**config.mk**
```make
export PLATFORM = sky130hd
export DESIGN_NAME = swp_guard
export DESIGN_NICKNAME = d
export VERILOG_FILES = /design/src/rtl/swp_pkg.sv /design/src/rtl/swp_matcher.sv /design/src/rtl/swp_state.sv /design/src/rtl/swp_guard.sv
export SDC_FILE = /design/constraint.sdc
export NUM_CORES = 1
export LEC_CHECK = 0
export ABC_AREA = 0
export BUFFER_PORTS_ARGS = -buffer_cell sky130_fd_sc_hd__buf_2
export CAP_MARGIN = 15
export CELL_PAD_IN_SITES_DETAIL_PLACEMENT = 0
export CELL_PAD_IN_SITES_GLOBAL_PLACEMENT = 1
export CORE_MARGIN = 3
export CORE_UTILIZATION = 31
export CTS_BUF_LIST = sky130_fd_sc_hd__clkbuf_16
export DETAILED_ROUTE_END_ITERATION = 10
export PLACE_DENSITY = 0.75
export SLEW_MARGIN = 10
export SYNTH_ARGS = -nofsm -noshare
export SYNTH_HDL_FRONTEND = slang
export SYNTH_SLANG_ARGS = --single-unit
```
**constraint.sdc**
```tcl
create_clock -name clk -period 2.08 [get_ports clk]
set_clock_uncertainty 0.05 [all_clocks]
set_input_delay 0.208 -clock clk [delete_from_list [all_inputs] [get_ports clk]]
set_output_delay 0.208 -clock clk [all_outputs]
set_load 0.005 [all_outputs]
```
**src/rtl/swp_pkg.sv**
```systemverilog
// Shared constants for the command-sequence write guard.
// Assumes the default widths of a 13-bit address and an 8-bit data bus.
package swp_pkg;
    localparam int NUM_STEPS = 6;
    localparam int STEP_W    = $clog2(NUM_STEPS);
    localparam int ARM_STEP  = 2;                 // step where the path forks
    typedef logic [STEP_W-1:0] step_t;
endpackage

```
**src/rtl/swp_matcher.sv**
```systemverilog
// Step matcher: follows the shared three-pair opening, forks on the third
// data byte, and follows the release tail. It reports which write is a
// command byte and when either path completes. It assumes the caller
// masks `wr_go` while an armed data write is being consumed.
module swp_matcher
    import swp_pkg::*;
#(
    parameter int ADDR_W = 13,
    parameter int DATA_W = 8,
    parameter logic [ADDR_W-1:0] ADDR_HI  = 13'h1555,
    parameter logic [ADDR_W-1:0] ADDR_LO  = 13'h0AAA,
    parameter logic [DATA_W-1:0] KEY_ONE  = 8'hAA,
    parameter logic [DATA_W-1:0] KEY_TWO  = 8'h55,
    parameter logic [DATA_W-1:0] KEY_ARM  = 8'hA0,
    parameter logic [DATA_W-1:0] KEY_ESC  = 8'h80,
    parameter logic [DATA_W-1:0] KEY_FREE = 8'h20
) (
    input  logic              clk,
    input  logic              rst_n,
    input  logic              wr_go,
    input  logic [ADDR_W-1:0] addr,
    input  logic [DATA_W-1:0] data,
    output logic              is_cmd,
    output logic              arm_done,
    output logic              free_done
);
    localparam step_t LAST_STEP = step_t'(NUM_STEPS - 1);
    localparam step_t FORK_STEP = step_t'(ARM_STEP);

    step_t step_q, step_d;
    logic  step_hit, first_hit;

    // Pair expected at the current step; the fork step accepts two keys.
    always_comb begin
        unique case (step_q)
            3'd0, 3'd3: step_hit = (addr == ADDR_HI) && (data == KEY_ONE);
            3'd1, 3'd4: step_hit = (addr == ADDR_LO) && (data == KEY_TWO);
            3'd2:       step_hit = (addr == ADDR_HI) &&
                                   ((data == KEY_ARM) || (data == KEY_ESC));
            3'd5:       step_hit = (addr == ADDR_HI) && (data == KEY_FREE);
            default:    step_hit = 1'b0;
        endcase
    end

    // Restart check: a mismatching byte may still be a new first step.
    always_comb first_hit = (addr == ADDR_HI) && (data == KEY_ONE);

    // Next step, command flag and completion pulses.
    always_comb begin
        step_d    = step_q;
        is_cmd    = 1'b0;
        arm_done  = 1'b0;
        free_done = 1'b0;
        if (wr_go) begin
            if (step_hit) begin
                is_cmd = 1'b1;
                if (step_q == FORK_STEP && data == KEY_ARM) begin
                    arm_done = 1'b1;
                    step_d   = '0;
                end else if (step_q == LAST_STEP) begin
                    free_done = 1'b1;
                    step_d    = '0;
                end else begin
                    step_d = step_q + step_t'(1);
                end
            end else if (first_hit) begin
                is_cmd = 1'b1;
                step_d = step_t'(1);
            end else begin
                step_d = '0;
            end
        end
    end

    // Step register.
    always_ff @(posedge clk) begin
        if (!rst_n) step_q <= '0;
        else        step_q <= step_d;
    end

    AST_STEP_RANGE: assert property (@(posedge clk) disable iff (!rst_n)
        step_q <= LAST_STEP);
    AST_IDLE_HOLDS: assert property (@(posedge clk) disable iff (!rst_n)
        !wr_go |=> $stable(step_q));
    AST_DONE_EXCL: assert property (@(posedge clk) disable iff (!rst_n)
        !(arm_done && free_done));
endmodule

```
**src/rtl/swp_state.sv**
```systemverilog
// Protection flag and one-shot arm. The arming prefix sets both. The
// release sequence clears the flag. The armed write clears the arm.
// It assumes the completion pulses come from the matcher and are exclusive.
module swp_state (
    input  logic clk,
    input  logic rst_n,
    input  logic wr_valid,
    input  logic arm_done,
    input  logic free_done,
    output logic prot_q,
    output logic armed_q
);
    // Flag and arm registers; off after reset.
    always_ff @(posedge clk) begin
        if (!rst_n) begin
            prot_q  <= 1'b0;
            armed_q <= 1'b0;
        end else begin
            if (arm_done)               prot_q <= 1'b1;
            else if (free_done)         prot_q <= 1'b0;
            if (arm_done)               armed_q <= 1'b1;
            else if (wr_valid)          armed_q <= 1'b0;
        end
    end

    AST_ARM_SETS: assert property (@(posedge clk) disable iff (!rst_n)
        arm_done |=> (prot_q && armed_q));
    AST_FREE_CLEARS: assert property (@(posedge clk) disable iff (!rst_n)
        free_done |=> !prot_q);
    AST_ARM_ONESHOT: assert property (@(posedge clk) disable iff (!rst_n)
        (armed_q && wr_valid) |=> !armed_q);
    AST_ARM_NEEDS_PROT: assert property (@(posedge clk) disable iff (!rst_n)
        armed_q |-> prot_q);
endmodule

```
**src/rtl/swp_guard.sv**
```systemverilog
// Top of the command-sequence write guard. It combines the step matcher
// and the protection state into the per-write permit decision. It assumes
// one captured write per cycle when wr_valid is high.
module swp_guard #(
    parameter int ADDR_W = 13,
    parameter int DATA_W = 8
) (
    input  logic              clk,
    input  logic              rst_n,
    input  logic              wr_valid,
    input  logic [ADDR_W-1:0] wr_addr,
    input  logic [DATA_W-1:0] wr_data,
    output logic              wr_permit,
    output logic              cmd_byte,
    output logic              prot_on
);
    logic prot_q, armed_q, is_cmd, arm_done, free_done, match_go;

    // Armed write is data: keep it away from the matcher.
    always_comb match_go = wr_valid && !armed_q;

    swp_matcher #(.ADDR_W(ADDR_W), .DATA_W(DATA_W)) u_match (
        .clk       (clk),
        .rst_n     (rst_n),
        .wr_go     (match_go),
        .addr      (wr_addr),
        .data      (wr_data),
        .is_cmd    (is_cmd),
        .arm_done  (arm_done),
        .free_done (free_done)
    );

    swp_state u_state (
        .clk       (clk),
        .rst_n     (rst_n),
        .wr_valid  (wr_valid),
        .arm_done  (arm_done),
        .free_done (free_done),
        .prot_q    (prot_q),
        .armed_q   (armed_q)
    );

    // Permit decision for the presented write.
    always_comb begin
        cmd_byte  = is_cmd;
        wr_permit = wr_valid && !is_cmd && (!prot_q || armed_q);
        prot_on   = prot_q;
    end

    AST_CMD_NOT_STORED: assert property (@(posedge clk) disable iff (!rst_n)
        cmd_byte |-> !wr_permit);
    AST_ARMED_PASSES: assert property (@(posedge clk) disable iff (!rst_n)
        (armed_q && wr_valid) |-> (wr_permit && !cmd_byte));
endmodule

```
==> results.json, run 1 <==
{
  "status": "completed",
  "slew_viol_final": 0,
  "startpoint": "u_match.step_q[2]",
  "min-delay-start": "rst_n",
  "cts_buffers": 3,
  "worst_r2r_path_depth": 6,
  "synth_top_family_by_area": "simple AND/OR/NAND/NOR gates",
  "root_buffer": "clkbuf_16",
  "syn2layout_area_growth_pct": 55.1,
  "power_w": 0.000462,
  "async_flop_share": 0,
  "drt-initial-drc-count": 7,
  "finalCritPeriodShare": 0.966,
  "multiInputGateArea_um2": 538,
  "grt_overflow_total": 0,
  "routed_wl_um": 1810,
  "synthFlopType": "dfxtp_1",
  "synth_adder_area_share": 0.0212,
  "gp_congestion": 0.808,
  "num_antenna_cells": 0,
  "nNetsFinal": 130,
  "endpoint_kind": "output port",
  "synth_edf_count": 0,
  "row_count": 15,
  "max-cap-violations": 0,
  "start_util": 0.335,
  "synth_seq_area_share": 0.169,
  "hold_violations": 0,
  "cp.arrival_ps": 1750,
  "synthCells": 73,
  "drive_gt1_frac": 0.452,
  "grt_max_degree": 10,
  "r2r_end": "u_state.prot_q",
  "clk_latency_ps": 230,
  "power-per-cell-area_nw_per_um2": 505,
  "io_buffers": 26,
  "critPathKind": "register to output port",
  "min_to": "u_state.prot_q",
  "via_per_inst": 5.63,
  "dp_cells": 124,
  "synthMuxAreaShare": 0,
  "die_h_um": 49.6,
  "ant_nets": 0,
  "max_freq_mhz": 498,
  "synth_top_area_share": 0.169,
  "fin_crit_ps": 2010,
  "dieArea_um2": 2460,
  "grt_pass1_vias": 674,
  "placed_area_um2": 758,
  "drc_errors": 0,
  "cp_max_fo": 7,
  "yosysWarnings": 0,
  "synth-simple-area-share": 0.578,
  "synth_nets": 98,
  "clk_pin_slew_worst_paths_ps": 30,
  "setup-violations-final": 0,
  "synth_compound_area_frac": 0.182,
  "post_drt_wl_per_cell_um": 14.0,
  "hpwl_um": 1350,
  "max-vdd-ir-drop_mv": 0.310,
  "start_kind": "register",
  "ios": 27,
  "slew_headroom": 0.734,
  "antenna_found_initial": 0,
  "synth_area_um2": 591,
  "regArea_um2": 104,
  "die_x_um": 49.6,
  "cts_max_path_buffers": 2,
  "r2r_slack_ps": 180,
  "ys_types": 34,
  "ys_ff_latch": 5,
  "core_area_um2": 1760,
  "cp_data_required_time_ps": 1820,
  "hold-path-cell-count": 2,
  "cts.sinks": 5,
  "cts_max_level": 1,
  "fin_area_um2": 916,
  "grt_usage": 0.145,
  "synth.avg_cell_area_um2": 8.09,
  "synth_top_area_cell": "dfxtp_1",
  "layoutNonFillerInstCount": 129,
  "worst_pin_slew_ps": 395,
  "grt_pass1_wl_um": 2880,
  "synthTopCellsByArea": "dfxtp_1 17%, nor4_1 7.4%, nor4_4 7.2%, nor4bb_1 6.8%, nand2_1 4.4%",
  "synth_xor_xnor_area_share": 0.0148,
  "tritoncts": "yes",
  "via_count": 726,
  "hold_path.class": "primary input to register",
  "power_leakage_nw": 0.413,
  "worstReg2RegStart": "u_match.step_q[0]",
  "hold_buffers": 0,
  "n_fill_cell": 182,
  "dr.pass1.iters": 4
}
## synthesized netlist by cell type (2+ instances only)
cell and number:
nor2_1 3, nor4_4 2, dfxtp_1 5, nand3_1 2, nand4_1 3, a21oi_1 3
nand2b_1 2, nand2_1 7, o21a_1 2, nor4b_1 2, nor3_1 3, o211ai_1 2
inv_1 3, o31ai_1 3, nor4bb_1 4, nor4_1 7, nor2b_1 3
## cell usage in the layout, fill, tap and decap left out, types with 2 or more instances in the layout
cell type / count
buf_2: 26
nand2_1: 7
nor4_1: 5
inv_1: 4
nor4_4: 4
nor2b_1: 3
nor4bb_1: 3
nor2_1: 3
nand4_1: 3
nor3_1: 3
o31ai_1: 3
a21oi_1: 3
clkbuf_16: 3
buf_4: 3
dfxtp_2: 3
nand2b_1: 2
nand3_1: 2
o21a_1: 2
o211ai_1: 2
dfxtp_1: 2
## power breakdown
group          internal (W)  total [W]     switching, W
logic             0.0000268  0.0000548        0.0000280
registers         0.0000965  0.0000965  0.0000000000212
clock network      0.000249   0.000311        0.0000621
## routing by layer
layer / global-route usage / wire [um] / vias up
met1: 0.177 / 783 / 348
met4: 0.0276 / 0 / 0
li1: - / - / 361
met3: 0.0332 / 80 / 0
met2: 0.256 / 946 / 17
met5: 0 / 0 / -
## registers in the layout, indices dropped and copies added (netlist names)
| register | count |
|---|---|
| u_state.prot_q | 1 |
| u_state.armed_q | 1 |
| u_match.step_q | 3 |
## worst max-delay path, cell delays in order (launching register included)
cell	delay [ps]
dfxtp_2	360
nor4bb_4	380
a31oi_4	90
nor4_4	320
nor4_1	90
o21a_1	170
buf_2	120
## how the worst max path moves through the flow
stage | to | slack (ps) | depth (start not counted)
floorplan | u_state.prot_q | 210 | 7
CTS | wr_permit | 10 | 6
detailed placement | wr_permit | 20 | 7
global placement | wr_permit | 50 | 7
global route | wr_permit | -30 | 7
finish | wr_permit | 70 | 6
## through the flow
| stage | setup WS [ps] | setup TNS [ps] | util | hold WS (ps) |
|---|---|---|---|---|
| global placement | 54.3 | 0 | 0.430 | 423 |
| floorplan | 210 | 0 | - | 320 |
| detailed placement | 23.5 | 0 | 0.430 | 438 |
| CTS | 11.6 | 0 | 0.482 | 209 |
| global route | -33.3 | -33.3 | 0.519 | 217 |
| finish | 71.0 | 0 | 0.519 | 207 |
## cells by family (layout without fill, tap and decap cells)
kind of cell,after synthesis,count (layout)
flip-flops,5,5
XOR/XNOR,1,1
AND/OR/NAND/NOR,47,47
buffers and inverters,5,36
AO/OA/AOI/OAI,14,14
adder cells (fa/ha/maj),1,1
## final cells by class
| cell class | count | area share |
|---|---|---|
| multi-input cells | 63 | 0.587 |
| repair buffers | 29 | 0.167 |
| inverters | 3 | 0.0123 |
| clock buffers | 3 | 0.0820 |
| flip-flops and latches | 5 | 0.113 |
| clock inverters | 1 | 0.00410 |
| well taps | 25 | 0.0342 |
## timing repair
action,CTS,global route
buffers inserted,0,1
pin swaps,0,5
resized for setup,2,11
setup endpoints to repair,1,2
(Power assumes the default switching activity.)
==> run 2: changes to the inputs <==
--- a/config.mk
+++ b/config.mk
@@ -5,7 +5,7 @@
 export SDC_FILE = /design/constraint.sdc
 export NUM_CORES = 1
 export LEC_CHECK = 0
-export ABC_AREA = 0
+export ABC_AREA = 1
 export BUFFER_PORTS_ARGS = -buffer_cell sky130_fd_sc_hd__buf_2
 export CAP_MARGIN = 15
 export CELL_PAD_IN_SITES_DETAIL_PLACEMENT = 0
@@ -14,7 +14,7 @@
 export CORE_UTILIZATION = 31
 export CTS_BUF_LIST = sky130_fd_sc_hd__clkbuf_16
 export DETAILED_ROUTE_END_ITERATION = 10
-export PLACE_DENSITY = 0.75
+export PLACE_DENSITY = 0.77
 export SLEW_MARGIN = 10
 export SYNTH_ARGS = -nofsm -noshare
 export SYNTH_HDL_FRONTEND = slang
==> run 2 against run 1 <==
First-iteration DRC count is the same. Clock-buffer cell count did not move. Largest cell class unchanged. Hold slack improved by 27 ps. Sequential share of layout area is 1.2 points lower. Critical path type unchanged. Cell count increased by 51%. Combinational power is 21% higher. Critical endpoint unchanged. Highest routed layer is now met4. Power is 2.5% higher.
==> results.json, run 2 <==
{
  "synth_top_area_share": 0.187,
  "fin_tns_setup_ps": 0,
  "start_util": 0.333,
  "hpwl_um": 1680,
  "routed_wl_um": 1900,
  "status": "completed",
  "clk_latency_ps": 230,
  "ys_ff_latch": 5,
  "post_cts_buffers": 0,
  "drt-initial-drc-count": 7,
  "die_h_um": 55.0,
  "cts_max_path_buffers": 2,
  "finalCritPeriodShare": 0.883,
  "dr.pass1.iters": 2,
  "grt_pass1_wl_um": 3050,
  "synth_top_area_cell": "nand2_1",
  "synth_nets": 162,
  "regMostFlops": "u_match.step_q",
  "post_cts_resized": 0,
  "synth_edf_count": 0,
  "synth_seq_area_share": 0.135,
  "r2r_slack_ps": 580,
  "ant_nets": 0,
  "hold-path-cell-count": 3,
  "p_seq_frac": 0.204,
  "grt_setup_unrepaired": "no",
  "endpoint_kind": "output port",
  "power_leakage_nw": 0.534,
  "max-vdd-ir-drop_mv": 0.495,
  "yosysWarnings": 0,
  "worst_r2r_path_depth": 8,
  "setup-violations-final": 0,
  "grt_pass1_vias": 812,
  "cts_max_level": 1,
  "clk_pin_slew_worst_paths_ps": 30,
  "dieArea_um2": 3020,
  "start_kind": "register",
  "grt_max_degree": 7,
  "r2r_end": "u_match.step_q[0]",
  "hold_buffers": 0,
  "tritoncts": "yes",
  "hold_slack_ps": 234,
  "drc_errors": 0,
  "min_to": "u_state.prot_q",
  "grt_usage": 0.139,
  "hold_violations": 0,
  "layoutNonFillerInstCount": 195,
  "synthTopCellsByArea": "nand2_1 19%, nor2_1 14%, dfxtp_1 13%, inv_1 9.6%, nand3_1 6.7%",
  "io_buffers": 26,
  "die_x_um": 55.0,
  "setup_ws_ps": 243,
  "worstReg2RegStart": "u_match.step_q[2]",
  "gp_congestion": 0.893,
  "synth.avg_cell_area_um2": 5.42,
  "combinationalPowerShare": 0.140,
  "p_int_w": 0.000374,
  "cp.arrival_ps": 1580,
  "cp_data_required_time_ps": 1820,
  "num_antenna_cells": 0,
  "antenna_found_initial": 0,
  "cp_max_fo": 4,
  "ios": 27,
  "max-cap-violations": 0,
  "cts_buffers": 3,
  "reg_top3": "u_match.step_q x3, u_state.armed_q x1, u_state.prot_q x1",
  "drive_gt1_frac": 0.305,
  "switchingPower_w": 0.000100,
  "critPathKind": "register to output port",
  "synth_area_um2": 743,
  "post_drt_wl_per_cell_um": 9.74,
  "synthCells": 137,
  "slew_headroom": 0.747,
  "ys_types": 23,
  "row_count": 17,
  "pre_cts_ws_ps": 442,
  "critPathSlowestCell": "dfxtp_1",
  "synthFlopType": "dfxtp_1",
  "cts.sinks": 5,
  "dp_cells": 191,
  "worst_pin_slew_ps": 376,
  "grt_overflow_total": 0,
  "min-delay-start": "rst_n",
  "async_flop_share": 0,
  "syn2layout_area_growth_pct": 32.8,
  "max_freq_mhz": 544,
  "power-per-cell-area_nw_per_um2": 480,
  "via_count": 874,
  "hold_path.class": "primary input to register",
  "yosysMostFrequentCell": "nand2_1",
  "largest_reg_flops": 3,
  "synth_common_cells": "37 x nand2_1, 27 x nor2_1, 19 x inv_1, 10 x nand3_1",
  "fin_crit_ps": 1840,
  "slowest_delay_ps": 360,
  "power_w": 0.000474,
  "swShare": 0.212,
  "layout_commonest_cell": "nand2_1",
  "mostFrequentLayoutCells": "37 x nand2_1, 27 x nor2_1, 26 x buf_2, 20 x inv_1, 10 x nand3_1",
  "path_cells": "inv_1 -> nand2_2 -> nor2_8 -> a21oi_2 -> nand3_2 -> nand3_1 -> nor2_1 -> o21a_1 -> buf_2",
  "via_per_inst": 4.48,
  "root_buffer": "clkbuf_16",
  "pwr-share-clk": 0.656,
  "slew_viol_final": 0,
  "nNetsFinal": 193,
  "core_area_um2": 2230
}
run 2: power by group through the flow:
| stage | sequential [W] | combinational (W) | clock [W] |
|---|---|---|---|
| after floorplan | 0.0000979 | 0.0000303 | 0 |
| after global placement | 0.0000979 | 0.0000664 | 0 |
| after detailed placement | 0.0000979 | 0.0000674 | 0 |
| after CTS | 0.0000965 | 0.0000676 | 0.000318 |
| after global routing | 0.0000965 | 0.0000767 | 0.000326 |
| final | 0.0000966 | 0.0000665 | 0.000311 |
run 2: worst max path at each step:
| stage | to | cells after the start | from |
|---|---|---|---|
| detailed placement | wr_permit | 11 | wr_addr[1] |
| global route | wr_permit | 9 | u_match.step_q[1] |
| floorplan | wr_permit | 8 | u_match.step_q[1] |
| CTS | wr_permit | 9 | u_match.step_q[1] |
| finish | wr_permit | 9 | u_match.step_q[1] |
| global placement | wr_permit | 11 | wr_addr[1] |
run 2: metal layers:
metal  vias to the layer above  wire [um]  track usage
li1                        485          -            -
met1                       371        824        0.142
met2                        16        976        0.272
met3                         2         82       0.0241
met4                         0         17       0.0607
met5                         -          0            0
run 2: stage by stage:
stage	utilization	cell area (um^2)
floorplan	-	743
global placement	0.407	908
detailed placement	0.407	908
CTS	0.442	987
global route	0.442	987
finish	0.442	987
run 2: final cells by class:
class                      instances  area, um^2
fill                             261        1250
multi-input combinational        106         543
timing repair buffer              26         130
sequential                         5         100
inverter                          26         100
clock buffer                       3        75.1
tap                               28        35.0
clock inverter                     1        3.75
run 2: logic make-up (layout without fill, tap and decap cells):
family | count (synthesis) | count (layout) | synth area share
simple gates | 97 | 97 | 0.648
buf+inv | 26 | 56 | 0.135
compound gates | 8 | 8 | 0.0657
flops | 5 | 5 | 0.135
fa+ha+maj | 1 | 1 | 0.0168
run 2: worst max-delay path, delay by kind of cell, from the launching register on:
family | cells | cell delay [ps]
flops | 1 | 360
buf+inv | 2 | 200
simple gates | 5 | 470
compound gates | 2 | 330
